<file path="src/rtl/chs_pkg.sv">
// Shared definitions for the CHS sector address sequencer.
// Assumes: one sequencer state register per instance; sector size is a power of two.
package chs_pkg;

    // Control states of the sequencer.
    typedef enum logic [2:0] {
        ST_IDLE = 3'd0,
        ST_MUL1 = 3'd1,
        ST_MUL2 = 3'd2,
        ST_SUM  = 3'd3,
        ST_REQ  = 3'd4
    } seq_state_t;

    // log2 of the sector size in bytes.
    localparam int SECT_LOG2 = 9;

endpackage

</file>
<file path="src/rtl/chs_geom_sel.sv">
// Geometry table lookup: splits the flat per-drive tables into entries and
// returns heads-per-cylinder and sectors-per-track for the selected drive.
// Assumes: drive_i is below NDRIVE; purely combinational.
module chs_geom_sel #(
    parameter int NDRIVE  = 2,
    parameter int GHEAD_W = 5,
    parameter int SPT_W   = 8,
    parameter int DSEL_W  = 1
) (
    input  logic [NDRIVE*GHEAD_W-1:0] heads_tbl_i,
    input  logic [NDRIVE*SPT_W-1:0]   spt_tbl_i,
    input  logic [DSEL_W-1:0]         drive_i,
    output logic [GHEAD_W-1:0]        heads_o,
    output logic [SPT_W-1:0]          spt_o
);

    logic [GHEAD_W-1:0] heads_arr [NDRIVE];
    logic [SPT_W-1:0]   spt_arr   [NDRIVE];

    // Unpack one table entry per drive.
    for (genvar d = 0; d < NDRIVE; d++) begin : g_unpack
        assign heads_arr[d] = heads_tbl_i[d*GHEAD_W +: GHEAD_W];
        assign spt_arr[d]   = spt_tbl_i[d*SPT_W +: SPT_W];
    end

    // Select the entry of the requested drive.
    always_comb begin
        heads_o = heads_arr[drive_i];
        spt_o   = spt_arr[drive_i];
    end

endmodule

</file>
<file path="src/rtl/chs_offset_pipe.sv">
// Offset arithmetic: latches the CHS operands at start, then forms the linear
// sector number over two registered multiply stages and a final adder.
// Assumes: operands stay latched for at least two cycles after load_i before
// base_off_o is consumed; sector_i is 1-based.
module chs_offset_pipe #(
    parameter int REG_W     = 8,
    parameter int HEAD_W    = 4,
    parameter int GHEAD_W   = 5,
    parameter int SPT_W     = 8,
    parameter int OFF_W     = 40,
    parameter int SECT_LOG2 = 9
) (
    input  logic                clk,
    input  logic                rst_n,
    input  logic                load_i,
    input  logic [REG_W-1:0]    cyl_lo_i,
    input  logic [REG_W-1:0]    cyl_hi_i,
    input  logic [HEAD_W-1:0]   head_i,
    input  logic [REG_W-1:0]    sector_i,
    input  logic [GHEAD_W-1:0]  heads_i,
    input  logic [SPT_W-1:0]    spt_i,
    output logic [OFF_W-1:0]    base_off_o
);

    localparam int CYL_W   = 2 * REG_W;
    localparam int HSPT_W  = GHEAD_W + SPT_W;
    localparam int HSEC_W  = HEAD_W + SPT_W;
    localparam int NEAR_W  = ((HSEC_W > REG_W) ? HSEC_W : REG_W) + 1;
    localparam int CTERM_W = CYL_W + HSPT_W;
    localparam int LBA_W   = ((CTERM_W > NEAR_W) ? CTERM_W : NEAR_W) + 1;

    logic [CYL_W-1:0]   cyl_q;
    logic [HEAD_W-1:0]  head_q;
    logic [REG_W-1:0]   sector_q;
    logic [GHEAD_W-1:0] heads_q;
    logic [SPT_W-1:0]   spt_q;

    logic [HSPT_W-1:0]  hs_s1;
    logic [HSEC_W-1:0]  hsec_s1;
    logic [REG_W-1:0]   s0_s1;
    logic [CYL_W-1:0]   cyl_s1;

    logic [CTERM_W-1:0] cterm_s2;
    logic [NEAR_W-1:0]  near_s2;
    logic [LBA_W-1:0]   lba;

    // Operand latch: capture address and geometry at an accepted start.
    always_ff @(posedge clk) begin
        if (!rst_n) begin
            cyl_q    <= '0;
            head_q   <= '0;
            sector_q <= '0;
            heads_q  <= '0;
            spt_q    <= '0;
        end else if (load_i) begin
            cyl_q    <= {cyl_hi_i, cyl_lo_i};
            head_q   <= head_i;
            sector_q <= sector_i;
            heads_q  <= heads_i;
            spt_q    <= spt_i;
        end
    end

    // Stage 1: per-cylinder sector product, head term and zero-based sector.
    always_ff @(posedge clk) begin
        if (!rst_n) begin
            hs_s1   <= '0;
            hsec_s1 <= '0;
            s0_s1   <= '0;
            cyl_s1  <= '0;
        end else begin
            hs_s1   <= HSPT_W'(heads_q) * HSPT_W'(spt_q);
            hsec_s1 <= HSEC_W'(head_q) * HSEC_W'(spt_q);
            s0_s1   <= sector_q - REG_W'(1);
            cyl_s1  <= cyl_q;
        end
    end

    // Stage 2: cylinder term and the in-cylinder sector index.
    always_ff @(posedge clk) begin
        if (!rst_n) begin
            cterm_s2 <= '0;
            near_s2  <= '0;
        end else begin
            cterm_s2 <= CTERM_W'(hs_s1) * CTERM_W'(cyl_s1);
            near_s2  <= NEAR_W'(hsec_s1) + NEAR_W'(s0_s1);
        end
    end

    // Final adder and scaling to bytes; registered by the step controller.
    always_comb begin
        lba        = LBA_W'(cterm_s2) + LBA_W'(near_s2);
        base_off_o = OFF_W'(lba) << SECT_LOG2;
    end

endmodule

</file>
<file path="src/rtl/chs_step_ctrl.sv">
// Step controller: sequences the multiply pipeline, then issues one sector
// request per handshake with a running offset and remaining count.
// Assumes: base_off_i is valid in ST_SUM; sec_done_i is a single-cycle strobe.
module chs_step_ctrl
    import chs_pkg::*;
#(
    parameter int REG_W     = 8,
    parameter int OFF_W     = 40,
    parameter int SECT_LOG2 = 9
) (
    input  logic             clk,
    input  logic             rst_n,
    input  logic             start_i,
    input  logic [REG_W-1:0] count_i,
    input  logic             sec_done_i,
    input  logic [OFF_W-1:0] base_off_i,
    output logic             load_o,
    output logic             busy_o,
    output logic             req_valid_o,
    output logic [OFF_W-1:0] req_offset_o,
    output logic             req_last_o,
    output logic             done_o
);

    localparam int CNT_W = REG_W + 1;
    localparam logic [OFF_W-1:0] STEP = OFF_W'(1) << SECT_LOG2;
    localparam logic [CNT_W-1:0] FULL = CNT_W'(1) << REG_W;

    seq_state_t       state_q;
    logic [CNT_W-1:0] rem_q;
    logic [OFF_W-1:0] off_q;
    logic             done_q;
    logic             accept;

    // Start acceptance and handshake qualification.
    always_comb begin
        load_o = (state_q == ST_IDLE) && start_i;
        accept = (state_q == ST_REQ) && sec_done_i;
    end

    // State, remaining count, running offset and completion pulse.
    always_ff @(posedge clk) begin
        if (!rst_n) begin
            state_q <= ST_IDLE;
            rem_q   <= '0;
            off_q   <= '0;
            done_q  <= 1'b0;
        end else begin
            done_q <= 1'b0;
            case (state_q)
                ST_IDLE: begin
                    if (load_o) begin
                        state_q <= ST_MUL1;
                        rem_q   <= (count_i == '0) ? FULL : CNT_W'(count_i);
                    end
                end
                ST_MUL1: state_q <= ST_MUL2;
                ST_MUL2: state_q <= ST_SUM;
                ST_SUM: begin
                    off_q   <= base_off_i;
                    state_q <= ST_REQ;
                end
                ST_REQ: begin
                    if (accept) begin
                        if (rem_q == CNT_W'(1)) begin
                            state_q <= ST_IDLE;
                            done_q  <= 1'b1;
                        end else begin
                            off_q <= off_q + STEP;
                        end
                        rem_q <= rem_q - CNT_W'(1);
                    end
                end
                default: state_q <= ST_IDLE;
            endcase
        end
    end

    // Output view of the sequencer state.
    always_comb begin
        busy_o       = (state_q != ST_IDLE);
        req_valid_o  = (state_q == ST_REQ);
        req_last_o   = (state_q == ST_REQ) && (rem_q == CNT_W'(1));
        req_offset_o = off_q;
        done_o       = done_q;
    end

endmodule

</file>
<file path="src/rtl/chs_seq_top.sv">
// CHS sector address sequencer top: geometry lookup, offset pipeline and
// step controller. Assumes synchronous active-low reset and 1-based sectors.
module chs_seq_top #(
    parameter int NDRIVE  = 2,
    parameter int REG_W   = 8,
    parameter int HEAD_W  = 4,
    parameter int GHEAD_W = 5,
    parameter int SPT_W   = 8,
    parameter int OFF_W   = 40,
    localparam int DSEL_W = (NDRIVE > 1) ? $clog2(NDRIVE) : 1
) (
    input  logic                      clk,
    input  logic                      rst_n,
    input  logic                      start_i,
    input  logic [REG_W-1:0]          cyl_lo_i,
    input  logic [REG_W-1:0]          cyl_hi_i,
    input  logic [HEAD_W-1:0]         head_i,
    input  logic [REG_W-1:0]          sector_i,
    input  logic [REG_W-1:0]          count_i,
    input  logic [DSEL_W-1:0]         drive_i,
    input  logic [NDRIVE*GHEAD_W-1:0] heads_tbl_i,
    input  logic [NDRIVE*SPT_W-1:0]   spt_tbl_i,
    input  logic                      sec_done_i,
    output logic                      busy_o,
    output logic                      req_valid_o,
    output logic [OFF_W-1:0]          req_offset_o,
    output logic                      req_last_o,
    output logic                      done_o
);

    logic [GHEAD_W-1:0] sel_heads;
    logic [SPT_W-1:0]   sel_spt;
    logic [OFF_W-1:0]   base_off;
    logic               load;

    chs_geom_sel #(
        .NDRIVE (NDRIVE),
        .GHEAD_W(GHEAD_W),
        .SPT_W  (SPT_W),
        .DSEL_W (DSEL_W)
    ) u_geom (
        .heads_tbl_i(heads_tbl_i),
        .spt_tbl_i  (spt_tbl_i),
        .drive_i    (drive_i),
        .heads_o    (sel_heads),
        .spt_o      (sel_spt)
    );

    chs_offset_pipe #(
        .REG_W    (REG_W),
        .HEAD_W   (HEAD_W),
        .GHEAD_W  (GHEAD_W),
        .SPT_W    (SPT_W),
        .OFF_W    (OFF_W),
        .SECT_LOG2(chs_pkg::SECT_LOG2)
    ) u_pipe (
        .clk       (clk),
        .rst_n     (rst_n),
        .load_i    (load),
        .cyl_lo_i  (cyl_lo_i),
        .cyl_hi_i  (cyl_hi_i),
        .head_i    (head_i),
        .sector_i  (sector_i),
        .heads_i   (sel_heads),
        .spt_i     (sel_spt),
        .base_off_o(base_off)
    );

    chs_step_ctrl #(
        .REG_W    (REG_W),
        .OFF_W    (OFF_W),
        .SECT_LOG2(chs_pkg::SECT_LOG2)
    ) u_ctrl (
        .clk         (clk),
        .rst_n       (rst_n),
        .start_i     (start_i),
        .count_i     (count_i),
        .sec_done_i  (sec_done_i),
        .base_off_i  (base_off),
        .load_o      (load),
        .busy_o      (busy_o),
        .req_valid_o (req_valid_o),
        .req_offset_o(req_offset_o),
        .req_last_o  (req_last_o),
        .done_o      (done_o)
    );

endmodule

</file>
<file path="config.mk">
export PLATFORM = sky130hd
export DESIGN_NAME = chs_seq_top
export DESIGN_NICKNAME = d
export VERILOG_FILES = /design/src/rtl/chs_pkg.sv /design/src/rtl/chs_geom_sel.sv /design/src/rtl/chs_offset_pipe.sv /design/src/rtl/chs_step_ctrl.sv /design/src/rtl/chs_seq_top.sv
export SDC_FILE = /design/constraint.sdc
export NUM_CORES = 1
export LEC_CHECK = 0
export BUFFER_PORTS_ARGS = -buffer_cell sky130_fd_sc_hd__buf_4
export CORE_UTILIZATION = 30
export CTS_BUF_LIST = sky130_fd_sc_hd__clkbuf_4
export DETAILED_ROUTE_END_ITERATION = 6
export GPL_ROUTABILITY_DRIVEN = 0
export MAX_ROUTING_LAYER = met4
export PLACE_DENSITY = 0.52
export SLEW_MARGIN = 20
export SYNTH_ARGS = -nofsm -noshare
export SYNTH_HDL_FRONTEND = slang
export SYNTH_SLANG_ARGS = --single-unit
</file>
<file path="constraint.sdc">
create_clock -name clk -period 5.9 [get_ports clk]
set_clock_uncertainty 0.2 [all_clocks]
set_input_delay 0.885 -clock clk [delete_from_list [all_inputs] [get_ports clk]]
set_output_delay 0.885 -clock clk [all_outputs]
set_load 0.02 [all_outputs]
</file>
==> results.md <==
- Status: completed
- Synthesized instance count: slightly above 2,000
- # nets final: ~2,500
- CTS max path bufs: 2
- # H-tree levels: 4
- Area contributors post-synth: fa_1 22%, dfxtp_1 21%, ha_1 10%
- Max_cap viols: 0
- Final setup violation count: 0
- Area leader, netlist: fa_1
- WP data arrival: roughly 6.0 ns
- Overflow after GRT: 0
- CTS tree: built
- Worst-path clk slew: approximately 0.16 ns
- TritonCTS Buffers: 17
- Layout cell share with drive strength beyond 1: roughly 8.5%
- Total die area: around 57,000 sq um
- Most used flip-flop cell after synthesis: dfxtp_1
- Fin. Hold Viols: 0
- Period utilization: between 90% and 100%
- Clk Latency, worst-skew pair: between 0.6 and 0.7 ns
- TritonRoute pass-1 iters: 5
- Crit. Startpoint: u_pipe.hs_s1[1]$_SDFF_PN0_
- Via density: about 4.7
- DP Wirelength: between 30,000 and 40,000 um
- Remaining DRCs: 0
- Number of hold buffers added after cts: 0
- DRT iter0 DRCs: 612
- Leakage dissipation: about 8.5 nW
- Crit-path slowest cell: fa_1
- Max Slew Vio Count: 0
- Mean Syn Cell Area: 8.26 sq um
- Std cell rows: 86
- Final WS setup: approximately 0.26 ns
- Clk sinks: between 150 and 200
- Setup crit end kind: flip-flop
- GRT Resource Usage Total: approximately 16%
- Total chip power: around 2.6 mW
- Worst-Margin Slew: approximately 1.1 ns
- CP Buf/Inv Count: 4
- PwrDens: approximately 140 nW/um^2
- FF-to-FF Start: u_pipe.hs_s1[1]$_SDFF_PN0_
- Initial core utilization: 30.4%
- I/O pin count: between 100 and 150
- DP Worst Slack: 0.204 ns
- Initial antenna violation count: 3
- Core Region: about 55,000 sq um
- ANT nets after route: 0
- Cell area after synthesis: around 17,000 sq um
- Tmin final: 5.64 ns
- Worst setup SP type: flip-flop
- Root Driver: clkbuf_4
- Routed wire length: 42,300 um
- EDFF count, synth: 0
- Slew margin rel.: about 25%
- Filler instances: 5,923
- Routed vias: between 10,000 and 15,000
- Port bufs: 101
- HP Start: u_pipe.cyl_q[12]$_SDFFE_PN0P_
- Final TNS setup: 0 ns
- Area Overhead vs Synth: 9.93%
- Critical Path RT: between 6 and 7 ns
- Fmax: between 150 and 200 MHz
- Crit-path max cell delay: ~0.54 ns
- Vias in the first global route: ~14,000
- Top delay family on crit path: adder cells
- Post-CTS resize count: 0
- Largest net degree at the start of global routing: 98
- Vert. Die Dim: between 200 and 250 um
- Worst vdd ir: 0.0000980 V
- Routed len/inst: ~15 um
- Synth cell types: 68
- Most used cell, CP: fa_1
- Seq/Total Area, Yosys: a little over a fifth
- CP Max Fanout: 16
- Async SR Flop Fraction: 0%
- Hold Crit Class: flip-flop to flip-flop
- Synth top area share: 22.1%
- Width of the die: 239 um
- Post-CTS Setup Bufs: 0
- Yosys warns: 0
- Crit path kind: flip-flop to flip-flop
- Critical path, cell by cell: and2_1 > fa_1 > inv_1 > fa_1 > inv_1 > fa_1 > inv_1 > fa_1 > fa_1 > inv_1 > ha_1 > a21o_1 > a311o_1 > o211ai_1 > o31a_1 > a21oi_1 > a41oi_1 > mux2i_1
- Global-route wire length before repair: approximately 70,000 um
- Synthesis-stage register bit count: approximately 180
==> per-layer routing <==
metal / vias to the layer above / track usage (%) / wire length (um)
li1: 6648 / - / -
met1: 6504 / 20.9 / 20800
met2: 202 / 25.1 / 19700
met3: 35 / 2.23 / 1280
met4: 0 / 3.87 / 578
met5: - / - / 0
==> final timing paths <==
path | cells after the start | endpoint | slack [ns]
worst max-delay path | 18 | u_pipe.cterm_s2[28]$_SDFF_PN0_ | 0.26
worst min-delay path | 2 | u_pipe.cyl_q[12]$_SDFFE_PN0P_ | 0.26
worst max register to register | 18 | u_pipe.cterm_s2[28]$_SDFF_PN0_ | 0.26
worst min register to register | 2 | u_pipe.cyl_q[12]$_SDFFE_PN0P_ | 0.26
==> cell usage in the layout, fill, tap and decap left out, drive strengths merged, types with 18 or more instances in the layout <==
| cell type | n |
|---|---|
| dfxtp | 176 |
| nand2 | 288 |
| a31oi | 18 |
| o21ai | 66 |
| xor2 | 25 |
| nor3 | 49 |
| fa | 186 |
| xnor2 | 42 |
| inv | 280 |
| a211oi | 33 |
| ha | 136 |
| and2 | 171 |
| buf | 114 |
| a21oi | 112 |
| nand3 | 32 |
| nor2 | 119 |
==> final cells by class <==
class,instances,area (sq um),area share [%]
diodes,2,5.00,0.0271
clock buffers,17,128,0.690
clock inverters,14,111,0.602
inverters,276,1040,5.61
multi-input cells,1486,11900,64.2
flip-flops and latches,176,3540,19.2
well taps,748,936,5.06
repair buffers,114,868,4.69
==> logic make-up after synthesis <==
group	Yosys count	synth area share [%]
AOI/OAI and AO/OA	327	12.1
other	1	0.0223
and+or+nand+nor	745	21.4
muxes	16	0.952
adders and majority gates	322	32.2
DFF	176	20.9
buffers and inverters	384	8.77
xor gates and xnor gates	67	3.49
==> power by group <==
group	switching, mW	total [mW]	internal (mW)	leakage, nW
clock network	0.469	0.640	0.170	0.120
registers	0.133	1.40	1.27	1.44
logic	0.336	0.573	0.237	6.93
==> registers in the layout, indices dropped and copies added, names as in the netlist, 8 cells and up <==
| signal | cells |
|---|---|
| u_ctrl.req_offset_o | 31 |
| u_pipe.cterm_s2 | 29 |
| u_pipe.cyl_q | 16 |
| u_pipe.cyl_s1 | 16 |
| u_pipe.hs_s1 | 13 |
| u_pipe.near_s2 | 13 |
| u_pipe.hsec_s1 | 12 |
| u_ctrl.rem_q | 9 |
| u_pipe.s0_s1 | 8 |
| u_pipe.sector_q | 8 |
| u_pipe.spt_q | 8 |
==> per-stage QoR <==
step / instance area, sq um / instances / util, % / hold slack [ns]
detailed placement: 18200 / 2800 / 33.0 / 0.242
global placement: 18200 / 2800 / 33.0 / 0.244
finish: 18500 / 2833 / 33.4 / 0.261
CTS: 18500 / 2831 / 33.4 / 0.185
floorplan: 16900 / 2046 / - / 0.230
global route: 18500 / 2833 / 33.4 / 0.222
==> worst min-delay path, stage by stage (launching register included) <==
cell,delay [ns]
dfxtp_1,0.34
nand2_1,0.05
a21oi_1,0.05
==> cells in the mapped netlist (32+ instances only) <==
cell type  number
nand2_1       288
inv_1         276
fa_1          186
dfxtp_1       176
and2_1        169
ha_1          136
nor2_1        118
a21oi_1       112
clkbuf_1       94
o21ai_0        66
nor3_1         49
xnor2_1        42
nand3_1        32
Power figures use the tool's default switching activity.
